<file path="src/rtl/rcsar_pkg.sv">
`timescale 1ns/1ps
// Shared types for the RC-ramp successive approximation controller.
// Assumes: only the sequencer drives the state; the checker only reads it.
package rcsar_pkg;

    // Phases of one conversion
    typedef enum logic [1:0] {
        ST_IDLE  = 2'd0,
        ST_DISCH = 2'd1,
        ST_WIN   = 2'd2
    } seq_state_t;

endpackage

</file>
<file path="src/rtl/rcsar_sync.sv">
`timescale 1ns/1ps
// Multi-stage synchroniser for the asynchronous comparator bit.
// Assumes: the input changes slowly compared with clk; the output is
// delayed by STAGES clocks.
module rcsar_sync #(
    parameter int STAGES = 2
) (
    input  logic clk,
    input  logic rst_n,
    input  logic d_async,
    output logic q_sync
);

    logic [STAGES-1:0] chain_q;

    // First stage captures the raw input
    always_ff @(posedge clk) begin
        if (!rst_n) chain_q[0] <= 1'b0;
        else        chain_q[0] <= d_async;
    end

    // Remaining stages shift the value along
    generate
        for (genvar g = 1; g < STAGES; g++) begin : g_stage
            always_ff @(posedge clk) begin
                if (!rst_n) chain_q[g] <= 1'b0;
                else        chain_q[g] <= chain_q[g-1];
            end
        end
    endgenerate

    assign q_sync = chain_q[STAGES-1];

endmodule

</file>
<file path="src/rtl/rcsar_timer.sv">
`timescale 1ns/1ps
// Down-counter that times the discharge period and each drive window.
// Assumes: load_val is the window length minus one; 'last' is high on
// the final clock of the timed interval (counter at zero).
module rcsar_timer #(
    parameter int CNT_W = 8
) (
    input  logic             clk,
    input  logic             rst_n,
    input  logic             load,
    input  logic [CNT_W-1:0] load_val,
    output logic             last
);

    logic [CNT_W-1:0] cnt_q;

    // Load a new interval or count the current one down to zero
    always_ff @(posedge clk) begin
        if (!rst_n)            cnt_q <= '0;
        else if (load)         cnt_q <= load_val;
        else if (cnt_q != '0)  cnt_q <= cnt_q - 1'b1;
    end

    assign last = (cnt_q == '0);

endmodule

</file>
<file path="src/rtl/rcsar_chan.sv">
`timescale 1ns/1ps
// Round-robin channel pointer for the external comparator multiplexer.
// Assumes: 'step' is high for exactly one clock per finished conversion.
module rcsar_chan #(
    parameter int NUM_CH = 4,
    parameter int CH_W   = 2
) (
    input  logic            clk,
    input  logic            rst_n,
    input  logic            step,
    output logic [CH_W-1:0] ch
);

    localparam logic [CH_W-1:0] LAST_CH = CH_W'(NUM_CH - 1);

    // Advance the pointer on each completed conversion, wrapping at the end
    always_ff @(posedge clk) begin
        if (!rst_n)          ch <= '0;
        else if (step) begin
            if (ch == LAST_CH) ch <= '0;
            else               ch <= ch + 1'b1;
        end
    end

endmodule

</file>
<file path="src/rtl/rcsar_seq.sv">
`timescale 1ns/1ps
// Conversion sequencer: discharge, then one binary-weighted drive window
// per bit from MSB to LSB. It decides each bit from the synchronised
// comparator on the last clock of its window.
// Assumes: the timer reports 'tmr_last' on the final clock of the
// interval it was loaded with; windows are at least as long as the
// synchroniser delay plus one for the decision to see the window's level.
module rcsar_seq #(
    parameter int RES_BITS     = 8,
    parameter int BASE_TICKS   = 2,
    parameter int DISCH_CYCLES = 64,
    parameter int CNT_W        = 8,
    parameter int IDX_W        = 3
) (
    input  logic                   clk,
    input  logic                   rst_n,
    input  logic                   start,
    input  logic                   cmp_s,
    input  logic                   tmr_last,
    output logic                   tmr_load,
    output logic [CNT_W-1:0]       tmr_val,
    output logic                   finish,
    output logic                   rc_drive,
    output logic                   done,
    output logic [RES_BITS-1:0]    result,
    output rcsar_pkg::seq_state_t  state_o
);
    import rcsar_pkg::*;

    localparam logic [CNT_W-1:0] DISCH_M1 = CNT_W'(DISCH_CYCLES - 1);
    localparam logic [IDX_W-1:0] MSB_IDX  = IDX_W'(RES_BITS - 1);

    seq_state_t          state_q;
    logic [IDX_W-1:0]    idx_q;
    logic [RES_BITS-1:0] acc_q;
    logic [RES_BITS-1:0] acc_nx;
    logic [CNT_W-1:0]    win_m1 [RES_BITS];

    // Window length table: bit k is driven for BASE_TICKS * 2^k clocks
    generate
        for (genvar g = 0; g < RES_BITS; g++) begin : g_win
            assign win_m1[g] = CNT_W'((BASE_TICKS << g) - 1);
        end
    endgenerate

    // Accumulator with the bit decided in this window merged in
    always_comb begin
        acc_nx        = acc_q;
        acc_nx[idx_q] = cmp_s;
    end

    // Timer reload requests and the conversion-finished strobe
    always_comb begin
        tmr_load = 1'b0;
        tmr_val  = '0;
        finish   = 1'b0;
        unique case (state_q)
            ST_IDLE: begin
                if (start) begin
                    tmr_load = 1'b1;
                    tmr_val  = DISCH_M1;
                end
            end
            ST_DISCH: begin
                if (tmr_last) begin
                    tmr_load = 1'b1;
                    tmr_val  = win_m1[RES_BITS-1];
                end
            end
            ST_WIN: begin
                if (tmr_last) begin
                    if (idx_q == '0) begin
                        finish = 1'b1;
                    end else begin
                        tmr_load = 1'b1;
                        tmr_val  = win_m1[idx_q - 1'b1];
                    end
                end
            end
            default: ;
        endcase
    end

    // Phase sequencing, drive polarity, bit decisions and result update
    always_ff @(posedge clk) begin
        if (!rst_n) begin
            state_q  <= ST_IDLE;
            idx_q    <= '0;
            acc_q    <= '0;
            rc_drive <= 1'b0;
            done     <= 1'b0;
            result   <= '0;
        end else begin
            done <= 1'b0;
            unique case (state_q)
                ST_IDLE: begin
                    rc_drive <= 1'b0;
                    if (start) state_q <= ST_DISCH;
                end
                ST_DISCH: begin
                    if (tmr_last) begin
                        state_q  <= ST_WIN;
                        idx_q    <= MSB_IDX;
                        rc_drive <= 1'b1;
                    end
                end
                ST_WIN: begin
                    if (tmr_last) begin
                        acc_q <= acc_nx;
                        if (idx_q == '0) begin
                            state_q  <= ST_IDLE;
                            rc_drive <= 1'b0;
                            done     <= 1'b1;
                            result   <= acc_nx;
                        end else begin
                            idx_q    <= idx_q - 1'b1;
                            rc_drive <= cmp_s;
                        end
                    end
                end
                default: state_q <= ST_IDLE;
            endcase
        end
    end

    assign state_o = state_q;

endmodule

</file>
<file path="src/rtl/rcsar_ctrl.sv">
`timescale 1ns/1ps
// RC-ramp successive approximation controller, top level.
// Joins the comparator synchroniser, the window timer, the sequencer and
// the channel pointer.
// Assumes: RES_BITS >= 2, NUM_CH >= 1, DISCH_CYCLES >= 1, and
// BASE_TICKS >= 3 so that the shortest window outlasts the synchroniser.
module rcsar_ctrl #(
    parameter  int RES_BITS     = 8,
    parameter  int BASE_TICKS   = 4,
    parameter  int DISCH_CYCLES = 64,
    parameter  int NUM_CH       = 4,
    localparam int CH_W         = (NUM_CH > 1) ? $clog2(NUM_CH) : 1
) (
    input  logic                clk,
    input  logic                rst_n,
    input  logic                start,
    input  logic                cmp_in,
    output logic                rc_drive,
    output logic [CH_W-1:0]     ch_sel,
    output logic                done,
    output logic [RES_BITS-1:0] result
);

    localparam int MAX_WIN = BASE_TICKS << (RES_BITS - 1);
    localparam int MAX_LEN = (MAX_WIN > DISCH_CYCLES) ? MAX_WIN : DISCH_CYCLES;
    localparam int CNT_W   = (MAX_LEN > 1) ? $clog2(MAX_LEN) : 1;
    localparam int IDX_W   = (RES_BITS > 1) ? $clog2(RES_BITS) : 1;

    logic                  cmp_s;
    logic                  tmr_load;
    logic [CNT_W-1:0]      tmr_val;
    logic                  tmr_last;
    logic                  finish;
    rcsar_pkg::seq_state_t seq_state;

    rcsar_sync #(.STAGES(2)) u_sync (
        .clk     (clk),
        .rst_n   (rst_n),
        .d_async (cmp_in),
        .q_sync  (cmp_s)
    );

    rcsar_timer #(.CNT_W(CNT_W)) u_timer (
        .clk      (clk),
        .rst_n    (rst_n),
        .load     (tmr_load),
        .load_val (tmr_val),
        .last     (tmr_last)
    );

    rcsar_seq #(
        .RES_BITS     (RES_BITS),
        .BASE_TICKS   (BASE_TICKS),
        .DISCH_CYCLES (DISCH_CYCLES),
        .CNT_W        (CNT_W),
        .IDX_W        (IDX_W)
    ) u_seq (
        .clk      (clk),
        .rst_n    (rst_n),
        .start    (start),
        .cmp_s    (cmp_s),
        .tmr_last (tmr_last),
        .tmr_load (tmr_load),
        .tmr_val  (tmr_val),
        .finish   (finish),
        .rc_drive (rc_drive),
        .done     (done),
        .result   (result),
        .state_o  (seq_state)
    );

    rcsar_chan #(.NUM_CH(NUM_CH), .CH_W(CH_W)) u_chan (
        .clk   (clk),
        .rst_n (rst_n),
        .step  (finish),
        .ch    (ch_sel)
    );

endmodule

</file>
<file path="config.mk">
export PLATFORM = sky130hd
export DESIGN_NAME = rcsar_ctrl
export DESIGN_NICKNAME = d
export VERILOG_FILES = /design/src/rtl/rcsar_pkg.sv /design/src/rtl/rcsar_sync.sv /design/src/rtl/rcsar_timer.sv /design/src/rtl/rcsar_chan.sv /design/src/rtl/rcsar_seq.sv /design/src/rtl/rcsar_ctrl.sv
export SDC_FILE = /design/constraint.sdc
export NUM_CORES = 1
export LEC_CHECK = 0
export BUFFER_PORTS_ARGS = -buffer_cell sky130_fd_sc_hd__buf_2
export CORE_UTILIZATION = 50
export CTS_CLUSTER_SIZE = 8
export DETAILED_ROUTE_END_ITERATION = 16
export GPL_ROUTABILITY_DRIVEN = 0
export PLACE_DENSITY_LB_ADDON = 0.2
export RECOVER_POWER = 50
export SLEW_MARGIN = 40
export SYNTH_ARGS = -nofsm -noshare
export SYNTH_HDL_FRONTEND = slang
export SYNTH_SLANG_ARGS = --single-unit
</file>
<file path="constraint.sdc">
create_clock -name clk -period 2.3 [get_ports clk]
set_input_delay 0 -clock clk [delete_from_list [all_inputs] [get_ports clk]]
set_output_delay 0 -clock clk [all_outputs]
set_load 0.03 [all_outputs]
</file>
==> results of run 1 <==
==> metal layers <==
| layer | routed length, µm | track usage [%] | share of wire (%) |
|---|---|---|---|
| met5 | 0 | 0 | 0 |
| met4 | 54 | 8.51 | 1.2 |
| met3 | 287 | 5.57 | 6.3 |
| met2 | 1970 | 31.8 | 43 |
| met1 | 2230 | 31.6 | 49 |
==> path summary, 6_finish.rpt <==
| kind | from | to | slack (ns) | cells past startpoint |
|---|---|---|---|---|
| worst max-delay path | u_timer.cnt_q[0] | u_timer.cnt_q[6] | 0.29 | 7 |
| worst min-delay path | start | u_seq.state_o[1] | 0.15 | 3 |
| worst max register to register | u_timer.cnt_q[0] | u_timer.cnt_q[6] | 0.29 | 7 |
| worst min register to register | u_sync.chain_q[0] | u_sync.q_sync | 0.44 | 1 |
==> flip-flops by register name, summed over array words and instances (netlist names) <==
name            count
u_sync.chain_q      1
u_timer.cnt_q       9
u_seq.acc_q         8
u_seq.idx_q         3
u_sync.q_sync       1
u_seq.done          1
u_chan.ch           2
u_seq.rc_drive      1
u_seq.state_o       2
u_seq.result        8
==> layout make-up <==
class | instances | area, µm²
Sequential cell | 36 | 721
Multi-Input combinational cell | 170 | 1300
Clock buffer | 6 | 72.6
Timing Repair Buffer | 26 | 151
Clock inverter | 2 | 35.0
Tap cell | 50 | 62.6
Fill cell | 377 | 1690
Inverter | 8 | 30.0
==> kinds of logic after synthesis <==
logic type | Yosys count | synth area share (%)
buf+inv | 26 | 5.11
xor+xnor | 2 | 0.823
mux | 20 | 9.87
fa+ha+maj | 9 | 5.29
simple gates | 80 | 23.3
flops | 36 | 33.8
compound gates | 59 | 21.7
==> cells in the mapped netlist (4+ instances only) <==
cell type and instances:
a21oi_1 7, nand3_1 7, mux2_2 8, clkbuf_1 13, dfxtp_1 36, ha_1 9
o21ai_0 8, o211a_1 4, nor3b_1 5, nor3_1 4, nor4_1 4, o31ai_1 4
o21a_1 4, nor2_1 7, mux2i_1 12, nor2b_1 12, inv_1 8, o41ai_1 4
nand2_1 14
==> metrics by stage <==
stage | cell area, µm² | cells | hold slack, ns
floorplan | 2130 | 232 | 0.127
global placement | 2280 | 289 | 0.206
detailed placement | 2280 | 289 | 0.214
CTS | 2390 | 298 | 0.148
global route | 2370 | 298 | 0.178
finish | 2370 | 298 | 0.148
==> repair_timing <==
action | CTS | global route
buffers inserted | 0 | 0
hold buffers | 1 | 0
endpoints found under the hold margin | 1 | 0
==> worst reg2reg max path, delay by kind of cell, from the launching register on <==
kind / cells / cell delay, ns
fa+ha+maj: 1 / 0.20
flops: 1 / 0.34
simple gates: 3 / 0.92
buf+inv: 2 / 0.36
compound gates: 1 / 0.15
==> power by group through the flow <==
stage	sequential (mW)	combinational, mW	clock, mW
6_report	0.828	1.20	0.556
4_1_cts	0.826	1.20	0.561
3_5_place_dp	0.839	1.19	0
2_1_floorplan	0.818	0.962	0
3_3_place_gp	0.842	1.19	0
5_1_grt	0.846	1.32	0.583
==> out/results.tsv, run 1 <==
stage	metric	value	unit
timing	final worst slack	0.291	ns
logic_synthesis	number of standard cells after synthesis	232	
pwr	Gate power share	46.4	%
min_path	Worst Hold Class	input pin to flop	
pwr	leakage power total	0.940	nW
routing	WL per Instance	15.3	µm
routing	length of the first detailed-routing pass in iterations	7	
logic_synthesis	primary flip-flop cell chosen by synthesis mapping	dfxtp_1	
routing	drt initial violations	138	
routing	post-detailed-route count of antenna-violating nets	0	
clock_network	cell at the root of the clock tree	clkbuf_8	
worst_setup_path	crit end category	flop	
grt	antenna violations before repair	0	
logic_synthesis	Net Count, Synth	245	
logic_synthesis	number of distinct standard cells referenced by the synthesized netlist	54	
pwr	IR Drop Worst-Case VDD	0.000602	V
placed_design	DP Wirelength	3.19	mm
layout	layout net count	260	
timing	Clock Skews	0.00832	ns
grt	via count of the first global-routing pass	1586	
routing	average via count per standard cell	6.10	
layout	most frequent cells in the layout	dfxtp_1 (36), nand2_1 (14), clkbuf_1 (14)	
pwr	post-layout power	2.58	mW
clock_network	deepest level of the CTS H-tree	2	
timing	worst slew pin tran	0.446	ns
timing	worst slew slack as a fraction of its limit	70.0	%
logic_synthesis	fraction of registers with async set/reset	0	%
pwr	Clk network pwr share	21.5	%
logic_synthesis	sequential cell area fraction in the yosys report	33.8	%
worst_setup_path	startpoint type of the worst setup path	flop	
timing	Final Hold Violating Endpoints	0	
clock_network	clock sink count	36	
placed_design	Port Buffer Count	15	
routing	via total after detailed routing	1818	
clock_network	TritonCTS clock tree	done	
floorplanning	vertical die dimension	67.3	µm
layout	antenna diode instance count	0	
timing	maximum clock rate	498	MHz
layout	layout cell share with drive strength beyond 1	15.3	%
logic_synthesis	top cell type by total area after synthesis	dfxtp_1	
logic_synthesis	warning count from the yosys run	0	
worst_setup_path	standard cell with the maximum stage delay on the critical path	nor4_1	
clock_network	Max clock buf depth	2	
worst_setup_path	CP max stage delay	0.46	ns
floorplanning	floorplan core area	0.00406	mm²
floorplanning	I/O pin count	16	
worst_setup_path	required time of the critical path	2.54	ns
logic_synthesis	number of enable flip-flop cells after synthesis	0	
worst_setup_path	maximum net fanout on the critical path	16	
logic_synthesis	Cell Area, Synth	0.00213	mm²
logic_synthesis	number of register bits inferred by synthesis	36	
logic_synthesis	Yosys top cell area share	33.8	%
floorplanning	starting utilization of the core area	52.5	%
routing	count of unresolved DRC violations after routing	0	
floorplanning	standard-cell rows	23	
worst_setup_path	Bufs and invs on worst path	2	
flow_run	number of maximum-capacitance constraint violations	0	
pwr	switching fraction of total power	40.6	%
worst_setup_path	signal arrival time at the worst endpoint	2.25	ns
logic_synthesis	dominant cells by area after synthesis	dfxtp_1 (34%), mux2i_1 (5.6%), ha_1 (5.3%), mux2_2 (4.2%), nor2b_1 (3.5%)	
grt	global-route wire length before repair	7.50	mm
run_status	result of the run	finished, final reports clean	
timing	Final Max Slew Viols	0	
timing	Fin Setup TNS	0	ns
worst_setup_path	CP top delay family	simple AND/OR/NAND/NOR gates	
floorplanning	width of the die	67.3	µm
routing	total detailed-routing wirelength	4.55	mm
timing	period utilisation layout	87.4	%
pwr	Internal	1.53	mW
timing	setup repair after global routing missed its margin	false	
pwr	net load switching power	1.05	mW
grt	maximum number of pins on one net before global-route repair	28	
worst_setup_path	cells along the critical path	inv_1 > ha_1 > nor3b_2 > nand3_1 > clkbuf_2 > nor4_1 > o21a_1	
layout	most frequent standard cell in the layout excluding fill and tap cells	dfxtp_1	
layout	Layout Area Growth over Synthesis	11.4	%
timing	Finish-stage setup viols	0	
pwr	portion of total power attributed to sequential cells	32.1	%
grt	total track usage	22.2	%
clock_network	clock slew at reported path FFs	0.07	ns
logic_synthesis	mean post-synth cell area	9.18	µm²
clock_network	later-pin clock latency in the skew report	0.29	ns
worst_setup_path	critical path class	flop to flop	
pwr	total power density per cell area	1090	mW/mm²
placed_design	Post-Place Worst Slack	0.344	ns
layout	core occupancy in the finished layout	58.5	%
clock_network	number of buffers created by CTS	5	
floorplanning	die area	0.00452	mm²
grt	GR Overflow Total	0	
timing	final critical path time including I/O delays and setup	2.01	ns
clock_network	count of cells resized by post-cts repair	0	
Power figures use the tool's default switching activity.
==> inputs of run 2 (changes only) <==
clock period = 1.8 ns   (was 2.3 ns; I/O delays follow)
==> run 2 against run 1 <==
  * The flow now finishes with violations (negative setup slack)
  * Sequential share of layout area is 2.9 points lower
  * Hold slack worse by 0.016 ns
  * Design area up 11%
  * Die area did not move
  * Count of clock-buffer cells in the layout down 1
  * Clock skew fell by 0.0011 ns
  * Setup slack worse by 0.30 ns
  * Critical path type unchanged
  * Core utilization is 6.2 points higher
==> out/results.tsv, run 2 (synthesis gave the netlist of run 1 again) <==
stage	metric	value	unit
run_status	result of the run	complete, but fails checks	
run_status	failing checks	negative setup slack	
worst_setup_path	critical path class	flop to flop	
timing	maximum clock rate	552	MHz
timing	Finish-stage setup viols	1	
floorplanning	floorplan core area	0.00406	mm²
timing	final worst slack	-0.0129	ns
layout	flip-flop count of the largest register after layout	9	
layout	Largest Register	u_timer.cnt_q	
clock_network	deepest level of the CTS H-tree	2	
clock_network	clock slew at reported path FFs	0.08	ns
worst_setup_path	Crit Reg-Reg Endpoint	u_timer.cnt_q[3]	
worst_setup_path	maximum net fanout on the critical path	4	
worst_setup_path	required time of the critical path	1.98	ns
timing	Final Max Slew Viols	0	
timing	Final Hold Violating Endpoints	0	
timing	worst slew pin tran	0.424	ns
routing	total detailed-routing wirelength	4.91	mm
worst_setup_path	FF-to-FF Start	u_timer.cnt_q[1]	
worst_setup_path	flop-to-flop setup slack	-0.01	ns
routing	length of the first detailed-routing pass in iterations	4	
routing	average via count per standard cell	5.91	
layout	Layout Area Growth over Synthesis	23.3	%
timing	worst hold margin	0.132	ns
min_path	number of cells on the worst hold path	3	
clock_network	TritonCTS clock tree	done	
timing	Clock Skews	0.00724	ns
grt	via count of the first global-routing pass	1721	
layout	most frequent standard cell in the layout excluding fill and tap cells	dfxtp_1	
min_path	Worst Hold Endpoint	u_seq.idx_q[0]	
grt	total track usage	24.4	%
layout	core occupancy in the finished layout	64.7	%
clock_network	Max clock buf depth	2	
grt	global-route wire length before repair	8.31	mm
routing	count of unresolved DRC violations after routing	0	
grt	GR Overflow Total	0	
timing	setup repair after global routing missed its margin	true	
placed_design	Port Buffer Count	15	
layout	layout cell share with drive strength beyond 1	29.4	%
layout	layout net count	284	
grt	antenna violations before repair	0	
layout	antenna diode instance count	0	
pwr	total power density per cell area	1460	mW/mm²
worst_setup_path	depth of the most critical reg-to-reg path	6	
clock_network	number of buffers created by CTS	5	
floorplanning	I/O pin count	16	
placed_design	DP Wirelength	3.44	mm
layout	cell area after layout	0.00263	mm²
grt	maximum number of pins on one net before global-route repair	20	
clock_network	later-pin clock latency in the skew report	0.29	ns
placed_design	placed inst area	0.00242	mm²
worst_setup_path	first element of the critical path	u_timer.cnt_q[1]	
floorplanning	width of the die	67.3	µm
worst_setup_path	startpoint type of the worst setup path	flop	
routing	WL per Instance	15.3	µm
floorplanning	standard-cell rows	23	
flow_run	number of maximum-capacitance constraint violations	0	
routing	drt initial violations	128	
routing	post-detailed-route count of antenna-violating nets	0	
timing	final critical path time including I/O delays and setup	1.81	ns
pwr	IR Drop Worst-Case VDD	0.000948	V
min_path	start point of the worst hold path	rst_n	
timing	worst slew slack as a fraction of its limit	71.7	%
clock_network	clock sink count	36	
layout	most frequent cells in the layout	dfxtp_1 (35), buf_4 (32), nand2_1 (14)	
clock_network	cell at the root of the clock tree	clkbuf_8	
floorplanning	starting utilization of the core area	52.5	%
layout	largest registers in the final layout	u_timer.cnt_q: 9 flops, u_seq.acc_q: 8 flops, u_seq.result: 8 flops	
min_path	Worst Hold Class	input pin to flop	
floorplanning	die area	0.00452	mm²
routing	via total after detailed routing	1904	
pwr	leakage power total	1.06	nW
worst_setup_path	signal arrival time at the worst endpoint	1.99	ns
floorplanning	vertical die dimension	67.3	µm
timing	period utilisation layout	101	%
worst_setup_path	crit end category	flop	
placed_design	Post-Place Worst Slack	-0.0506	ns
-- run 2: report_power, final --
part           total (mW)  switching [mW]  leakage, nW  internal (mW)
registers            1.07           0.154        0.293          0.915
clock network       0.711           0.301       0.0541          0.410
logic                2.06            1.05        0.709           1.02
total                3.84            1.50         1.06           2.34
-- run 2: layout make-up --
class / instances / area (µm²)
clock buffers: 5 / 68.8
clock inverters: 3 / 42.5
fillers: 345 / 1430
inverters: 8 / 30.0
multi-input cells: 170 / 1370
flip-flops and latches: 36 / 722
well taps: 50 / 62.6
repair buffers: 50 / 325
-- run 2: worst max path at each step --
stage / endpoint / slack (ns)
finish: u_timer.cnt_q[3] / -0.01
global route: u_timer.cnt_q[5] / -0.07
CTS: u_timer.cnt_q[3] / -0.003
detailed placement: u_timer.cnt_q[3] / -0.05
global placement: u_timer.cnt_q[3] / -0.02
floorplan: u_timer.cnt_q[8] / 0.02
-- run 2: through the flow --
stage | power (mW) | std cells | TNS [ns]
after global routing | 4.13 | 322 | -0.206
after global placement | 2.88 | 309 | -0.0435
final | 3.84 | 322 | -0.0129
after CTS | 3.66 | 318 | -0.00282
after floorplan | 2.31 | 232 | 0
after detailed placement | 2.89 | 309 | -0.163
-- run 2: worst max-delay path, stage by stage (launching register included) --
cell and delay (ns):
dfxtp_2 0.33, inv_2 0.07, ha_4 0.13, or4b_4 0.48, nor4_4 0.17, nand4_1 0.23, o221a_1 0.30
-- run 2: what timing repair did --
item | 4_1_cts | 5_1_grt
gates resized for setup | 3 | 15
endpoints found under the hold margin | 1 | 0
hold buffers | 1 | 0
endpoints found under the setup margin | 9 | 20
pin swaps | 1 | 5
setup buffers | 0 | 4
-- run 2: metal layers --
metal / global-route usage (%) / wire length (µm)
met1: 34.6 / 2410
met2: 37.1 / 2180
met3: 5.07 / 283
met4: 6.38 / 40
met5: 0 / 0
==> inputs of run 3 (changes only) <==
clock period = 1.9 ns   (was 1.8 ns; I/O delays follow)
==> run 3 against run 2 <==
  * The flow now finishes without violations
  * Global-route usage hardly changed
  * Die area stayed put
  * Largest power group unchanged
  * Sequential share of layout area is 0.81 points higher
  * Routed wire length is 2.2% higher
  * Design area is 2.9% lower
==> out/results.tsv, run 3 (synthesis gave the netlist of run 1 again) <==
stage	metric	value	unit
run_status	result of the run	finished, final reports clean	
timing	Finish-stage setup viols	0	
timing	maximum clock rate	527	MHz
clock_network	cell at the root of the clock tree	clkbuf_8	
clock_network	clock slew at reported path FFs	0.06	ns
layout	Largest Register	u_timer.cnt_q	
grt	GR Overflow Total	0	
routing	via total after detailed routing	1876	
routing	drt initial violations	107	
floorplanning	width of the die	67.3	µm
flow_run	number of maximum-capacitance constraint violations	0	
timing	worst slew pin tran	0.411	ns
floorplanning	vertical die dimension	67.3	µm
timing	final critical path time including I/O delays and setup	1.90	ns
min_path	Worst Hold Class	input pin to flop	
floorplanning	floorplan core area	0.00406	mm²
routing	total detailed-routing wirelength	5.02	mm
floorplanning	I/O pin count	16	
routing	average via count per standard cell	5.88	
layout	Finished Layout Cells	319	
placed_design	Inst Count DP	306	
worst_setup_path	maximum net fanout on the critical path	4	
timing	Clock Skews	0.00899	ns
grt	via count of the first global-routing pass	1711	
timing	period utilisation layout	99.9	%
layout	largest registers in the final layout	u_timer.cnt_q: 9 flops, u_seq.acc_q: 8 flops, u_seq.result: 8 flops	
grt	total track usage	24.3	%
floorplanning	starting utilization of the core area	52.5	%
layout	layout net count	281	
timing	Final Hold Violating Endpoints	0	
timing	worst slew slack as a fraction of its limit	72.4	%
layout	area occupied by multi-input gates	0.00134	mm²
pwr	total power density per cell area	1390	mW/mm²
timing	setup repair after global routing missed its margin	true	
layout	fill cell count	371	
clock_network	deepest level of the CTS H-tree	2	
clock_network	Max clock buf depth	2	
layout	flip-flop count of the largest register after layout	9	
routing	count of unresolved DRC violations after routing	0	
clock_network	clock sink count	36	
routing	WL per Instance	15.7	µm
grt	maximum number of pins on one net before global-route repair	26	
worst_setup_path	crit end category	flop	
floorplanning	die area	0.00452	mm²
pwr	IR Drop Worst-Case VDD	0.000794	V
floorplanning	standard-cell rows	23	
clock_network	TritonCTS clock tree	done	
clock_network	later-pin clock latency in the skew report	0.29	ns
layout	most frequent standard cell in the layout excluding fill and tap cells	dfxtp_1	
pwr	leakage power total	1.03	nW
layout	layout cell share with drive strength beyond 1	24.5	%
worst_setup_path	required time of the critical path	2.14	ns
worst_setup_path	startpoint type of the worst setup path	flop	
routing	post-detailed-route count of antenna-violating nets	0	
pwr	post-layout power	3.54	mW
grt	antenna violations before repair	0	
worst_setup_path	critical path class	flop to flop	
routing	length of the first detailed-routing pass in iterations	4	
placed_design	DP Wirelength	3.41	mm
layout	antenna diode instance count	0	
timing	Final Max Slew Viols	0	
clock_network	number of buffers created by CTS	5	
layout	Layout Area Growth over Synthesis	19.7	%
layout	core occupancy in the finished layout	62.8	%
worst_setup_path	signal arrival time at the worst endpoint	2.13	ns
placed_design	Port Buffer Count	15	
grt	global-route wire length before repair	8.21	mm
layout	most frequent cells in the layout	dfxtp_1 (35), buf_4 (27), clkbuf_1 (16)	
layout	Storage cell area	722	µm²
## run 3: area by class of cell
type / instances / share of cell area (%)
Sequential cell: 36 / 28.3
Clock buffer: 6 / 2.85
Clock inverter: 2 / 1.37
Inverter: 8 / 1.18
Timing Repair Buffer: 47 / 11.3
Tap cell: 50 / 2.45
Multi-Input combinational cell: 170 / 52.5
## run 3: where the power goes
| part | internal [mW] | leakage (nW) | switching, mW |
|---|---|---|---|
| Sequential | 0.868 | 0.293 | 0.132 |
| Clock | 0.389 | 0.0552 | 0.282 |
| Combinational | 0.888 | 0.685 | 0.981 |
| Total | 2.15 | 1.03 | 1.39 |
## run 3: worst paths after layout
check	start	to	slack, ns	cells past startpoint
setup reg to reg	u_timer.cnt_q[1]	u_timer.cnt_q[6]	0.002	7
hold reg to reg	u_sync.chain_q[0]	u_sync.q_sync	0.44	1
hold / removal	rst_n	u_timer.cnt_q[1]	0.1	2
setup / recovery	u_timer.cnt_q[1]	u_timer.cnt_q[6]	0.002	7
## run 3: critical path, cell delays in order (launching register included)
cell and delay [ns]:
dfxtp_2 0.33, inv_2 0.08, ha_4 0.14, or3b_4 0.41, buf_4 0.17, or4_4 0.43
a21oi_4 0.17, o21a_1 0.12
## run 3: per-layer routing
metal	vias to the layer above	GRT usage, %	wire length [µm]
met4	0	8.51	80
met2	50	37.1	2250
met3	8	6.25	249
li1	945	-	-
met5	-	0	0
met1	873	33.0	2440
## run 3: what timing repair did
action / 4_1_cts / 5_1_grt
pin swaps: 2 / 7
setup endpoints to repair: 7 / 12
resized for setup: 5 / 7
setup buffers: 1 / 3
hold endpoints to repair: 1 / 0
hold buffers: 1 / 0
## run 3: through the flow
stage | setup TNS, ns | hold WS, ns | area (µm²) | setup WS (ns)
floorplan | -0.0944 | 0.127 | 2140 | -0.0399
global placement | 0 | 0.205 | 2390 | 0.0134
detailed placement | -0.0572 | 0.210 | 2390 | -0.0331
CTS | 0 | 0.0981 | 2530 | 0.00443
global route | -0.212 | 0.103 | 2550 | -0.0586
finish | 0 | 0.0965 | 2550 | 0.00175
